`config.mk`:
```
export PLATFORM = sky130hd
export DESIGN_NAME = tone_duration_ctrl
export DESIGN_NICKNAME = d
export VERILOG_FILES = /design/src/rtl/tdc_pkg.sv /design/src/rtl/tdc_frame_seq.sv /design/src/rtl/tdc_len_counter.sv /design/src/rtl/tone_duration_ctrl.sv
export SDC_FILE = /design/constraint.sdc
export NUM_CORES = 1
export LEC_CHECK = 0
export ABC_AREA = 1
export ABC_CLOCK_PERIOD_IN_PS = 1230
export BUFFER_PORTS_ARGS = -buffer_cell sky130_fd_sc_hd__buf_2
export CORE_AREA = 2 2 58 60
export DETAILED_ROUTE_END_ITERATION = 8
export DIE_AREA = 0 0 60 62
export PLACE_DENSITY = 0.73
export SETUP_SLACK_MARGIN = 0.15
export SLEW_MARGIN = 25
export SYNTH_ARGS = -nofsm -noshare
export SYNTH_HDL_FRONTEND = slang
export SYNTH_SLANG_ARGS = --single-unit
```
`constraint.sdc`:
```
create_clock -name clk -period 1.23 [get_ports clk]
set_input_delay 0.246 -clock clk [delete_from_list [all_inputs] [get_ports clk]]
set_output_delay 0.246 -clock clk [all_outputs]
set_load 0.1 [all_outputs]
```
`src/rtl/tdc_pkg.sv`:
```
package tdc_pkg;

  localparam int unsigned CNT_W = 8;
  localparam int unsigned CODE_W = 5;

  typedef logic [CNT_W-1:0] cnt_t;

  typedef struct packed {
    logic half;
    logic quarter;
  } strobe_t;

  // Duration load value for a 5-bit code.
  function automatic cnt_t dur_lookup(input logic [CODE_W-1:0] code);
    cnt_t v;
    case (code)
      5'd0:  v = 8'd10;   5'd1:  v = 8'd254;
      5'd2:  v = 8'd20;   5'd3:  v = 8'd2;
      5'd4:  v = 8'd40;   5'd5:  v = 8'd4;
      5'd6:  v = 8'd80;   5'd7:  v = 8'd6;
      5'd8:  v = 8'd160;  5'd9:  v = 8'd8;
      5'd10: v = 8'd60;   5'd11: v = 8'd10;
      5'd12: v = 8'd14;   5'd13: v = 8'd12;
      5'd14: v = 8'd26;   5'd15: v = 8'd14;
      5'd16: v = 8'd12;   5'd17: v = 8'd16;
      5'd18: v = 8'd24;   5'd19: v = 8'd18;
      5'd20: v = 8'd48;   5'd21: v = 8'd20;
      5'd22: v = 8'd96;   5'd23: v = 8'd22;
      5'd24: v = 8'd192;  5'd25: v = 8'd24;
      5'd26: v = 8'd72;   5'd27: v = 8'd26;
      5'd28: v = 8'd16;   5'd29: v = 8'd28;
      5'd30: v = 8'd32;   default: v = 8'd30;
    endcase
    return v;
  endfunction

  // Strobes issued by each sequencer step.
  function automatic strobe_t step_decode(input logic [2:0] step);
    strobe_t s;
    case (step)
      3'd0, 3'd2: s = '{half: 1'b0, quarter: 1'b1};
      3'd1, 3'd4: s = '{half: 1'b1, quarter: 1'b1};
      default:    s = '{half: 1'b0, quarter: 1'b0};
    endcase
    return s;
  endfunction

  // Next counter value; clear beats load, load beats decrement.
  function automatic cnt_t dur_next(input cnt_t cur, input logic clr,
                                    input logic load, input cnt_t ld_val,
                                    input logic dec, input logic halt);
    cnt_t n;
    if (clr)                             n = '0;
    else if (load)                       n = ld_val;
    else if (dec && !halt && cur != '0)  n = cur - 1'b1;
    else                                 n = cur;
    return n;
  endfunction

endpackage

```
`src/rtl/tdc_frame_seq.sv`:
```
module tdc_frame_seq
  import tdc_pkg::*;
#(
  parameter int unsigned NUM_STEPS = 5
) (
  input  logic clk,
  input  logic rst_n,
  input  logic tick,
  output logic quarter_stb,
  output logic half_stb
);
  localparam int unsigned STEP_W = (NUM_STEPS > 1) ? $clog2(NUM_STEPS) : 1;
  localparam logic [STEP_W-1:0] LAST = STEP_W'(NUM_STEPS - 1);

  logic [STEP_W-1:0] step_q;
  strobe_t           dec_s;

  always_comb dec_s = step_decode(3'(step_q));

  always_ff @(posedge clk or negedge rst_n) begin
    if (!rst_n) begin
      step_q      <= '0;
      quarter_stb <= 1'b0;
      half_stb    <= 1'b0;
    end else begin
      quarter_stb <= tick & dec_s.quarter;
      half_stb    <= tick & dec_s.half;
      if (tick) step_q <= (step_q == LAST) ? '0 : step_q + 1'b1;
    end
  end
endmodule

```
`src/rtl/tdc_len_counter.sv`:
```
module tdc_len_counter
  import tdc_pkg::*;
(
  input  logic clk,
  input  logic rst_n,
  input  logic clr_evt,
  input  logic load_evt,
  input  cnt_t load_val,
  input  logic dec_evt,
  input  logic halt,
  output cnt_t count
);
  always_ff @(posedge clk or negedge rst_n) begin
    if (!rst_n) count <= '0;
    else        count <= dur_next(count, clr_evt, load_evt, load_val, dec_evt, halt);
  end
endmodule

```
`src/rtl/tone_duration_ctrl.sv`:
```
module tone_duration_ctrl
  import tdc_pkg::*;
#(
  parameter int unsigned NUM_STEPS = 5,
  parameter int unsigned CHAN_BIT  = 0,
  parameter int unsigned HALT_BIT  = 5
) (
  input  logic       clk,
  input  logic       rst_n,
  input  logic       frame_tick,
  input  logic       reg_wr,
  input  logic [1:0] reg_sel,
  input  logic [7:0] reg_wdata,
  input  logic       stat_wr,
  input  logic [7:0] stat_wdata,
  output logic       quarter_stb,
  output logic       half_stb,
  output logic       env_start,
  output logic [7:0] len_count,
  output logic       len_active
);
  localparam logic [1:0] SEL_CTRL = 2'd0;
  localparam logic [1:0] SEL_DUR  = 2'd3;

  logic chan_en_q;
  logic halt_q;
  logic load_evt;
  logic clr_evt;
  cnt_t load_val;

  // Named events used by the checker.
  assign clr_evt  = stat_wr & ~stat_wdata[CHAN_BIT];
  assign load_evt = reg_wr & (reg_sel == SEL_DUR) & chan_en_q & ~clr_evt;
  assign load_val = dur_lookup(reg_wdata[7:8-CODE_W]);

  always_ff @(posedge clk or negedge rst_n) begin
    if (!rst_n) begin
      chan_en_q <= 1'b0;
      halt_q    <= 1'b0;
      env_start <= 1'b0;
    end else begin
      if (stat_wr) chan_en_q <= stat_wdata[CHAN_BIT];
      if (reg_wr && reg_sel == SEL_CTRL) halt_q <= reg_wdata[HALT_BIT];
      env_start <= load_evt;
    end
  end

  tdc_frame_seq #(.NUM_STEPS(NUM_STEPS)) u_seq (
    .clk(clk), .rst_n(rst_n), .tick(frame_tick),
    .quarter_stb(quarter_stb), .half_stb(half_stb)
  );

  tdc_len_counter u_cnt (
    .clk(clk), .rst_n(rst_n), .clr_evt(clr_evt), .load_evt(load_evt),
    .load_val(load_val), .dec_evt(half_stb), .halt(halt_q), .count(len_count)
  );

  assign len_active = (len_count != '0);
endmodule

```
==> results of run 1 <==
==> metrics by stage <==
step                      TNS (ns)  total power (W)
after floorplan              -3.95          0.00383
after global placement       -1.37          0.00533
after detailed placement     -1.61          0.00541
after CTS                    -3.71          0.00625
after global routing         -4.43          0.00684
final                        -3.56          0.00644
==> repair_timing <==
action	4_1_cts	5_1_grt
pin swaps	7	7
hold endpoints to repair	16	0
buffers inserted	6	2
hold buffers	1	0
resized for setup	15	8
setup endpoints to repair	21	22
==> worst max-delay path, cell delays in order (launching register included) <==
cell	delay (ns)
dfrtp_4	0.51
inv_4	0.07
ha_4	0.14
nand2_4	0.05
nor2_4	0.15
nand2_8	0.07
buf_12	0.17
==> cell usage in the layout (no fill, tap or decap), drive strengths merged <==
cell,count
nor2,24
nor3,1
buf,55
o22ai,1
inv,24
dlygate4sd3,1
o211ai,3
nand4,2
mux2i,1
o21ai,10
ha,10
a21oi,5
or2,2
xor2,1
nand3,30
clkbuf,4
nand2,55
nand3b,1
a31oi,2
dfrtp,16
==> per-layer routing <==
layer,track usage,up-vias,wire [microns]
li1,-,736,-
met1,0.233,680,1500
met2,0.374,32,1840
met3,0.0124,4,72
met4,0.0571,0,36
met5,0,-,0
==> cell families (layout without fill, tap and decap cells) <==
family                     Yosys count  count (layout)  share of synthesized area
and+or+nand+nor                    115             115                      0.416
buffers and inverters               25              84                     0.0741
AOI/OAI and AO/OA                   21              21                     0.0969
DFF                                 16              16                      0.304
adders and majority gates           10              10                     0.0950
xor gates and xnor gates             1               1                    0.00665
muxes                                1               1                    0.00760
==> area by class of cell <==
cell class / instances / area [sq um] / share of cell area
Inverter: 24 / 95.1 / 0.0451
Multi-Input combinational cell: 148 / 916 / 0.434
Sequential cell: 16 / 419 / 0.199
Tap cell: 46 / 57.6 / 0.0273
Clock buffer: 4 / 36.3 / 0.0172
Timing Repair Buffer: 56 / 586 / 0.278
==> state kept, by name (all words and copies together) (netlist names) <==
register and count:
u_seq.half_stb 1, env_start 1, halt_q 1, chan_en_q 1
u_seq.quarter_stb 1, u_cnt.count 8, u_seq.step_q 3
==> worst paths after layout <==
| check | from | to | slack [ns] | cells after the start |
|---|---|---|---|---|
| worst max-delay path | u_cnt.count[1] | len_active | -0.45 | 6 |
| worst max register to register | u_cnt.count[1] | u_cnt.count[5] | -0.34 | 10 |
| min in group asynchronous | rst_n | u_seq.step_q[2] | 0.38 | 2 |
| max in group asynchronous | rst_n | u_cnt.count[1] | 0.54 | 2 |
| worst min register to register | chan_en_q | chan_en_q | 0.53 | 2 |
| worst min-delay path | reg_wr | halt_q | 0.15 | 2 |
==> power groups by stage <==
stage          combinational [W]  sequential (W)  clock, W
2_1_floorplan            0.00172         0.00210         0
3_3_place_gp             0.00439        0.000945         0
6_report                 0.00510        0.000973  0.000361
3_5_place_dp             0.00445        0.000957         0
5_1_grt                  0.00547        0.000998  0.000375
4_1_cts                  0.00493        0.000956  0.000363
==> impl_results.md, run 1 <==
* Root buf cell: clkbuf_4
* Remaining Overflow, GRT at 0
* Psw at approximately 0.0033 W
* Clk slew on worst S/H paths at ~0.10 ns
* Max-cap viol count at 0
* Fmax at 594 MHz
* Die footprint at 3720 sq um
* Yosys top cell area share at 0.304
* PortBufs at 24
* Main flop type after synthesis: dfrtp_1
* Initial core utilization at 0.414
* Worst VDD drop at 0.00104 V
* Via density at 4.94
* Reg power frac at 0.151
* Relative slew slack at 0.697
* DR vias at roughly 1500
* CTS sink cnt at 16
* Worst-path fanout max at 2
* Clock power share at 0.056
* Fin. max-slew vios at 0
* Sw Share at 0.518
* EDFF count, synth at 0
* Cell accounting for the most synthesized area: dfrtp_1
* Fin nets at between 200 and 300
* Pint at 0.00310 W
* Syn Area/Cell at ~7 sq um
* Status: finished, violations left
* CTS tree: built
* RSZ-0062 raised after global routing: true
* Placed cell area at between 1500 and 2000 sq um
* H-tree levels at 1
* GP Congestion at 0.901
* Total CTS buffers at 3
* Post-synth cell types at 26
* Initial antenna violation count at 0
* Sequential area share after synthesis at 0.304
* Skew-Pair Late Insertion Delay at roughly 0.30 ns
* Yosys warnings at 0
* Global-route wire length before repair at 5.57 mm
* # rows at 21
* Layout cells sized above 1 at 0.456
* Setup Skew at slightly below 0.006 ns
* Comb pwr share at 0.793
* Core Util, Final at 0.664
* Largest net degree at the start of global routing at 17
* DR iter-0 viols at 54
* Worst-margin pin slew at 0.454 ns
* Clock buffer depth at 2
* Remaining routing DRC violations at 0
* Final critical-path share of the clock period at 1.37
* Post-synth top cells: 50 x nand2_1, 30 x nand3_1, 17 x nor2_1, 16 x dfrtp_1, 13 x inv_2
* Routed Antenna Nets at 0
* #FFs+latches synth at 16
* Setup WS pre-CTS at -0.270 ns
* Period minus WS final at 1.68 ns
* I/O pins at 35
* Post-DP HPWL at 2.59 mm
* Post-synthesis cell count at 189
* P_leak at 1.02 nW
* Critical path class: reg -> out
* # setup viols final at 17
* Area growth syn-to-layout at 60.1%
* Post-synthesis instance area at 1320 sq um
* Final hold slack at 0.149 ns
* Hold crit path type: in -> reg
* Startpoint type of the worst setup path: register
* Worst path arrival time at 1.44 ns
* Vias in the first global route at 1350
* GRT Total Usage at 0.195
* PwrDens at a little over 3000 nW/um^2
* Drt first pass iters at 5
* Final WS setup at -0.452 ns
* Core area at 3180 sq um
* Setup crit end kind: output port
* Chip Width at 60 microns
* Top cells by area, synth: dfrtp_1 30%, nand2_1 14%, nand3_1 11%, ha_1 9.5%, nor2_1 4.8%
* Final Hold Viols at 0
* Design Area, Final at 2110 sq um
* Antenna diodes at 0
* Mapped Nets at 222
* WL per Instance at 11.7 microns
* Async SR Flop Fraction at 1.00
* Final WL at 3.44 mm
* Most instantiated library cell after synthesis: nand2_1
* Fillers at 264
* CP required at 0.98 ns
* Post-route insts no fill at 294
* DP Cell Count at 281
* Die height at approximately 62 microns
* Failing checks: setup timing
Power figures use the tool's default switching activity.
==> inputs of run 2 (changes only) <==
--- a/config.mk
+++ b/config.mk
@@ -6,12 +6,12 @@
 export NUM_CORES = 1
 export LEC_CHECK = 0
 export ABC_AREA = 1
-export ABC_CLOCK_PERIOD_IN_PS = 1230
+export ABC_CLOCK_PERIOD_IN_PS = 1800
 export BUFFER_PORTS_ARGS = -buffer_cell sky130_fd_sc_hd__buf_2
 export CORE_AREA = 2 2 58 60
 export DETAILED_ROUTE_END_ITERATION = 8
 export DIE_AREA = 0 0 60 62
-export PLACE_DENSITY = 0.73
+export PLACE_DENSITY = 0.7
 export SETUP_SLACK_MARGIN = 0.15
 export SLEW_MARGIN = 25
 export SYNTH_ARGS = -nofsm -noshare
==> constraint.sdc (replaced) <==
create_clock -name clk -period 1.8 [get_ports clk]
set_input_delay 0.36 -clock clk [delete_from_list [all_inputs] [get_ports clk]]
set_output_delay 0.36 -clock clk [all_outputs]
set_load 0.1 [all_outputs]
==> run 2 against run 1 <==
Net effect: the run still ends with setup timing left; wire length fell by 14%; clock skew rose by 0.0035 ns; sequential cell count did not move; first-iteration DRC count rose by 15%; utilization fell by 13 points; critical path depth did not move; final area fell by 20%; clock-buffer cell count did not move; largest cell class unchanged.
==> impl_results.md, run 2 (same netlist as run 1, synthesis figures left out) <==
* Met1 Usage GRT at 0.223 (-0.00933)
* Remaining routing DRC violations at 0 (unchanged)
* Vias in the first global route at 1101 (-18%)
* Worst VDD drop at 0.000559 V (-46%)
* Via density at 4.89 (-1.1%)
* Core area at 3180 sq um (unchanged)
* Final WL at 2.97 mm (-14%)
* Antenna diodes at 0 (unchanged)
* # rows at 21 (unchanged)
* Remaining Overflow, GRT at 0 (unchanged)
* Fin nets at 259 (-8.2%)
* Initial antenna violation count at 0 (unchanged)
* Worst path arrival time at 1.47 ns (+0.03 ns)
* Clock buffer depth at 2 (unchanged)
* Area growth syn-to-layout at 28.4%
* Startpoint type of the worst setup path: register
* Crit path cell chain: inv_4, ha_4, nand2_4, nor2_4, nand2_8, buf_12
* Worst path max stage delay at 0.51 ns (about the same)
* CP required at 1.44 ns (+0.46 ns)
* Max-cap viol count at 0 (unchanged)
* Failing checks: setup timing
* Initial core utilization at 0.414 (unchanged)
* Skew-Pair Late Insertion Delay at 0.30 ns (about the same)
* CTS tree: built
* PortBufs at 24 (unchanged)
* Setup WS pre-CTS at 0.138 ns (+0.409 ns)
* Largest net degree at the start of global routing at 17 (unchanged)
* GR Util met2 at 0.283 (-0.0916)
* RSZ-0062 raised after global routing: true
* Worst Setup SP: u_cnt.count[1]
* RR Startpoint: u_cnt.count[1]
* Design Area, Final at 1690 sq um (-20%)
* Die height at 62 microns (unchanged)
* Largest registers: u_cnt.count (8), u_seq.step_q (3)
* Chip Width at 60 microns (unchanged)
* Setup crit end kind: output port
* Final Hold Viols at 0 (unchanged)
* PwrDens at 2090 nW/um^2 (-32%)
* P_leak at 0.859 nW (-16%)
* Root buf cell: clkbuf_4
* Clk slew on worst S/H paths at 0.10 ns (about the same)
* Hold crit path type: in -> reg
* Commonest non-fill, non-tap cell in the layout: nand2_1
* Grt met3 use at 0.00621 (-0.00621)
* DR vias at 1324 (-8.8%)
* GRT Total Usage at 0.167 (-0.0281)
* FF/Latch Area at 417 sq um (-0.60%)
* Layout cells sized above 1 at 0.347 (-0.109)
* Critical path class: reg -> out
* # setup viols final at 1 (-16)
* Fin. max-slew vios at 0 (unchanged)
* CTS sink cnt at 16 (unchanged)
* Total CTS buffers at 3 (unchanged)
* Die footprint at 3720 sq um (unchanged)
* Placed cell area at 1560 sq um (-19%)
* WL per Instance at 11.0 microns (-6.4%)
* Worst-path fanout max at 3 (+1)
* Global routing's busiest layer: met2
* Routed Antenna Nets at 0 (unchanged)
* CP delay by family, top: flip-flops
* Post-DP HPWL at 2.23 mm (-14%)
* Area occupied by multi-input gates at 872 sq um (-4.8%)
* GP Congestion at 0.846 (-6.1%)
* Largest register FFs at 8 (unchanged)
* H-tree levels at 1 (unchanged)
* Setup Skew at 0.00944 ns (+0.00350 ns)
* Final WS setup at -0.0302 ns (+0.422 ns)
* Sum of buffers and inverters on the critical path at 2 (unchanged)
* I/O pins at 35 (unchanged)
* Most frequent cells in the layout: 49 x nand2_1, 29 x nand3_1, 22 x buf_2
* Global-route wire length before repair at 4.76 mm (-14%)
* Hold Crit Start: reg_wr
* Relative slew slack at 0.679 (-0.0181)
* DR iter-0 viols at 62 (+15%)
* Fillers at 309 (+17%)
* Slowest-stage cell, CP: dfrtp_4
* Final critical-path share of the clock period at 1.02
* Status: finished, violations left
* Largest register by flop count: u_cnt.count
* Worst-margin pin slew at 0.485 ns (+0.0309 ns)
* Fmax at between 500 and 600 MHz
* Drt first pass iters at 4 (-1)
* Period minus WS final at 1.83 ns
run 2: cell count changes in the layout (fill, tap and decap cells not counted), moves of 4 or more:
| cell | delta |
|---|---|
| nand3_1 | +4 |
| buf_2 | +10 |
| buf_12 | -12 |
| buf_6 | -7 |
| buf_4 | -14 |
| nand3_2 | -4 |
run 2: worst register-to-register path, cell delays in order (launching register included):
cell     delay [ns]
dfrtp_4        0.51
inv_4          0.07
ha_4           0.14
nand2_4        0.06
nor2_4         0.15
nand2_8        0.07
buf_4          0.16
nand2_8        0.10
a21oi_4        0.09
nand3_1        0.08
nand2_1        0.05
run 2: worst paths after layout:
path / end / slack, ns / cells after the start
worst max-delay path: len_active / -0.03 / 6
worst min-delay path: halt_q / 0.27 / 2
worst max register to register: u_cnt.count[2] / 0.22 / 10
worst min register to register: chan_en_q / 0.52 / 2
max in group asynchronous: u_cnt.count[7] / 1.03 / 2
min in group asynchronous: u_cnt.count[0] / 0.48 / 2
run 2: area by class of cell:
| class | count | share of cell area |
|---|---|---|
| multi-input cells | 148 | 0.516 |
| flip-flops and latches | 16 | 0.246 |
| repair buffers | 33 | 0.125 |
| inverters | 24 | 0.0577 |
| well taps | 46 | 0.0340 |
| clock buffers | 4 | 0.0214 |
run 2: layer usage:
metal	part of all wire	vias up	wire length, microns
met5	0	-	0
met4	0.015	0	45
met3	0.041	4	123
met2	0.47	39	1390
met1	0.48	586	1420
li1	-	695	-
run 2: stage by stage:
step / util / TNS, ns / total power [W] / cells / hold slack, ns
floorplan: - / 0 / 0.00261 / 189 / 0.0644
finish: 0.532 / -0.0302 / 0.00353 / 271 / 0.265
global route: 0.532 / -0.0709 / 0.00374 / 271 / 0.282
detailed placement: 0.490 / 0 / 0.00295 / 258 / 0.293
global placement: 0.490 / 0 / 0.00290 / 258 / 0.293
CTS: 0.522 / -0.0503 / 0.00342 / 268 / 0.271
run 2: power by group:
part	switching [W]	internal, W	total [W]
logic	0.00180	0.000808	0.00260
registers	0.000149	0.000529	0.000679
clock network	0.000127	0.000123	0.000250
total	0.00207	0.00146	0.00353
run 2: what timing repair did:
action,CTS,global route
pin swaps,3,2
hold buffers,1,0
setup endpoints to repair,1,9
setup buffers,5,3
hold endpoints to repair,16,0
gates resized for setup,5,5
==> inputs of run 3 (changes only) <==
--- a/config.mk
+++ b/config.mk
@@ -11,7 +11,7 @@
 export CORE_AREA = 2 2 58 60
 export DETAILED_ROUTE_END_ITERATION = 8
 export DIE_AREA = 0 0 60 62
-export PLACE_DENSITY = 0.7
+export PLACE_DENSITY_LB_ADDON = 0.05
 export SETUP_SLACK_MARGIN = 0.15
 export SLEW_MARGIN = 25
 export SYNTH_ARGS = -nofsm -noshare
==> run 3 against run 2 <==
Net effect: the run now ends clean; hold slack gained 0.011 ns; first-iteration DRC count grew 37%; sequential power fell by 0.9%; maximum frequency up 1.8%; final area rose by 0.81%; power decreased by 1.0%; largest cell class unchanged; highest routed layer unchanged.
==> impl_results.md, run 3 (same netlist as run 1, synthesis figures left out) <==
* Largest registers: u_cnt.count (8), u_seq.step_q (3)
* Commonest non-fill, non-tap cell in the layout: nand2_1
* CTS sink cnt at 16 (unchanged)
* Worst-path fanout max at 2 (-1)
* CP delay by family, top: flip-flops
* Worst VDD drop at 0.000609 V (+8.9%)
* WL per Instance at 11.6 microns (+5.9%)
* Relative slew slack at 0.678 (-0.00101)
* Startpoint type of the worst setup path: register
* Slowest-stage cell, CP: dfrtp_4
* Via density at 4.83 (-1.1%)
* Final Hold Viols at 0 (unchanged)
* Fin nets at 259 (unchanged)
* Area growth syn-to-layout at 29.4%
* Largest register by flop count: u_cnt.count
* Fin. max-slew vios at 0 (unchanged)
* H-tree levels at 1 (unchanged)
* Fmax at 556 MHz (+1.8%)
* I/O pins at 35 (unchanged)
* Root buf cell: clkbuf_4
* Design Area, Final at 1710 sq um (+0.81%)
* Grt met3 use at 0.0373 (+0.0311)
* Layout cells sized above 1 at 0.351 (+0.00444)
* Largest net degree at the start of global routing at 17 (unchanged)
* Vias in the first global route at 1196 (+8.6%)
* Status: finished, final reports clean
* Max-cap viol count at 0 (unchanged)
* GR Util met2 at 0.317 (+0.0342)
* Post-route insts no fill at 271 (unchanged)
* Die height at 62 microns (unchanged)
* DP Cell Count at 258 (unchanged)
* Placed cell area at 1560 sq um (unchanged)
* Clock buffer depth at 2 (unchanged)
* Largest register FFs at 8 (unchanged)
* Chip Width at 60 microns (unchanged)
* Sum of buffers and inverters on the critical path at 2 (unchanged)
* DR iter-0 viols at 85 (+37%)
* Routed Antenna Nets at 0 (unchanged)
* Crit path cell chain: inv_4, ha_4, nand2_4, nor2_4, nand2_8, buf_12
* Antenna diodes at 0 (unchanged)
* PortBufs at 24 (unchanged)
* Skew-Pair Late Insertion Delay at 0.29 ns (about the same)
* GP Congestion at 0.857 (+1.2%)
* Critical path class: reg -> out
* CTS tree: built
* P_leak at 0.863 nW (+0.44%)
* CP required at 1.44 ns (about the same)
* Period minus WS final at 1.80 ns (-0.0329 ns)
* DR vias at 1310 (-1.1%)
* Final WL at 3.15 mm (+5.9%)
* Most frequent cells in the layout: 49 x nand2_1, 28 x nand3_1, 22 x buf_2
* Drt first pass iters at 4 (unchanged)
* Global routing's busiest layer: met2
* GRT Total Usage at 0.180 (+0.0136)
* Met1 Usage GRT at 0.219 (-0.00408)
* Setup Skew at 0.00262 ns (-0.00681 ns)
* Core area at 3180 sq um (unchanged)
* # setup viols final at 0 (-1)
* Initial core utilization at 0.414 (unchanged)
* Overall power at 0.00350 W (-1.0%)
* # rows at 21 (unchanged)
* PwrDens at 2050 nW/um^2 (-1.8%)
* Hold crit path type: in -> reg
* Remaining routing DRC violations at 0 (unchanged)
* Worst path max stage delay at 0.50 ns (about the same)
* Worst path arrival time at 1.44 ns (-0.03 ns)
* Setup crit end kind: output port
* Total CTS buffers at 3 (unchanged)
* Final critical-path share of the clock period at 0.999 (-0.0183)
* Post-DP HPWL at 2.42 mm (+8.4%)
* Initial antenna violation count at 0 (unchanged)
* Die footprint at 3720 sq um (unchanged)
* Worst-margin pin slew at 0.486 ns (+0.00152 ns)
* Remaining Overflow, GRT at 0 (unchanged)
* Global-route wire length before repair at 5.11 mm (+7.2%)
* RSZ-0062 raised after global routing: true
* Clk slew on worst S/H paths at 0.10 ns (about the same)
[run 3: cell types whose count changed in the layout (fill, tap and decap cells not counted)]
cell      previous run  this run
buf_12               1         2
nand3_2              1         2
nand3_1             29        28
clkbuf_4             3         4
buf_4                8         7
buf_6                1         0
[run 3: per-stage QoR]
stage	hold WS (ns)	utilization	setup WS [ns]	TNS (ns)
after floorplan	0.0644	-	0.105	0
after global placement	0.293	0.490	0.143	0
after detailed placement	0.300	0.490	0.131	0
after CTS	0.260	0.522	-0.0426	-0.0426
after global routing	0.264	0.536	-0.0619	-0.0619
final	0.277	0.536	0.00262	0
[run 3: layer usage]
layer | up-vias | part of all wire | routed length [microns]
met4 | 0 | 0.0057 | 18
met5 | - | 0 | 0
met2 | 30 | 0.49 | 1540
li1 | 687 | - | -
met3 | 2 | 0.038 | 121
met1 | 591 | 0.47 | 1470
[run 3: final cells by class]
cell class / instances / area, sq um
tap: 46 / 57.6
timing repair buffer: 33 / 220
sequential: 16 / 417
inverter: 24 / 97.6
multi-input combinational: 148 / 877
fill: 331 / 1470
clock buffer: 4 / 36.3
[run 3: report_power, final]
| group | internal, W | switching, W |
|---|---|---|
| clock | 0.000123 | 0.000125 |
| combinational | 0.000779 | 0.00180 |
| sequential | 0.000529 | 0.000144 |
| total | 0.00143 | 0.00206 |
[run 3: repair_timing]
item                                   CTS  global route
gates resized for setup                  5             4
endpoints found under the hold margin   16             0
buffers inserted                         5             3
setup endpoints to repair                1             8
pin swaps                                3             3
hold buffers                             1             0
[run 3: worst paths after layout]
| kind | slack (ns) | endpoint | startpoint | cells past startpoint |
|---|---|---|---|---|
| max in group asynchronous | 0.99 | u_cnt.count[0] | rst_n | 2 |
| worst max-delay path | 0.003 | len_active | u_cnt.count[1] | 6 |
| min in group asynchronous | 0.50 | u_cnt.count[1] | rst_n | 2 |
| worst max register to register | 0.23 | u_cnt.count[6] | u_cnt.count[1] | 10 |
| worst min register to register | 0.53 | chan_en_q | chan_en_q | 2 |
| worst min-delay path | 0.28 | halt_q | reg_wr | 2 |
[run 3: worst reg2reg max path, cell delays in order (launching register included)]
cell and delay (ns):
dfrtp_4 0.50, inv_4 0.07, ha_4 0.14, nand2_4 0.05, nor2_4 0.15, nand2_8 0.07, buf_4 0.16, nand2_8 0.10
a21oi_4 0.09, nand2_1 0.09, nand2_1 0.05
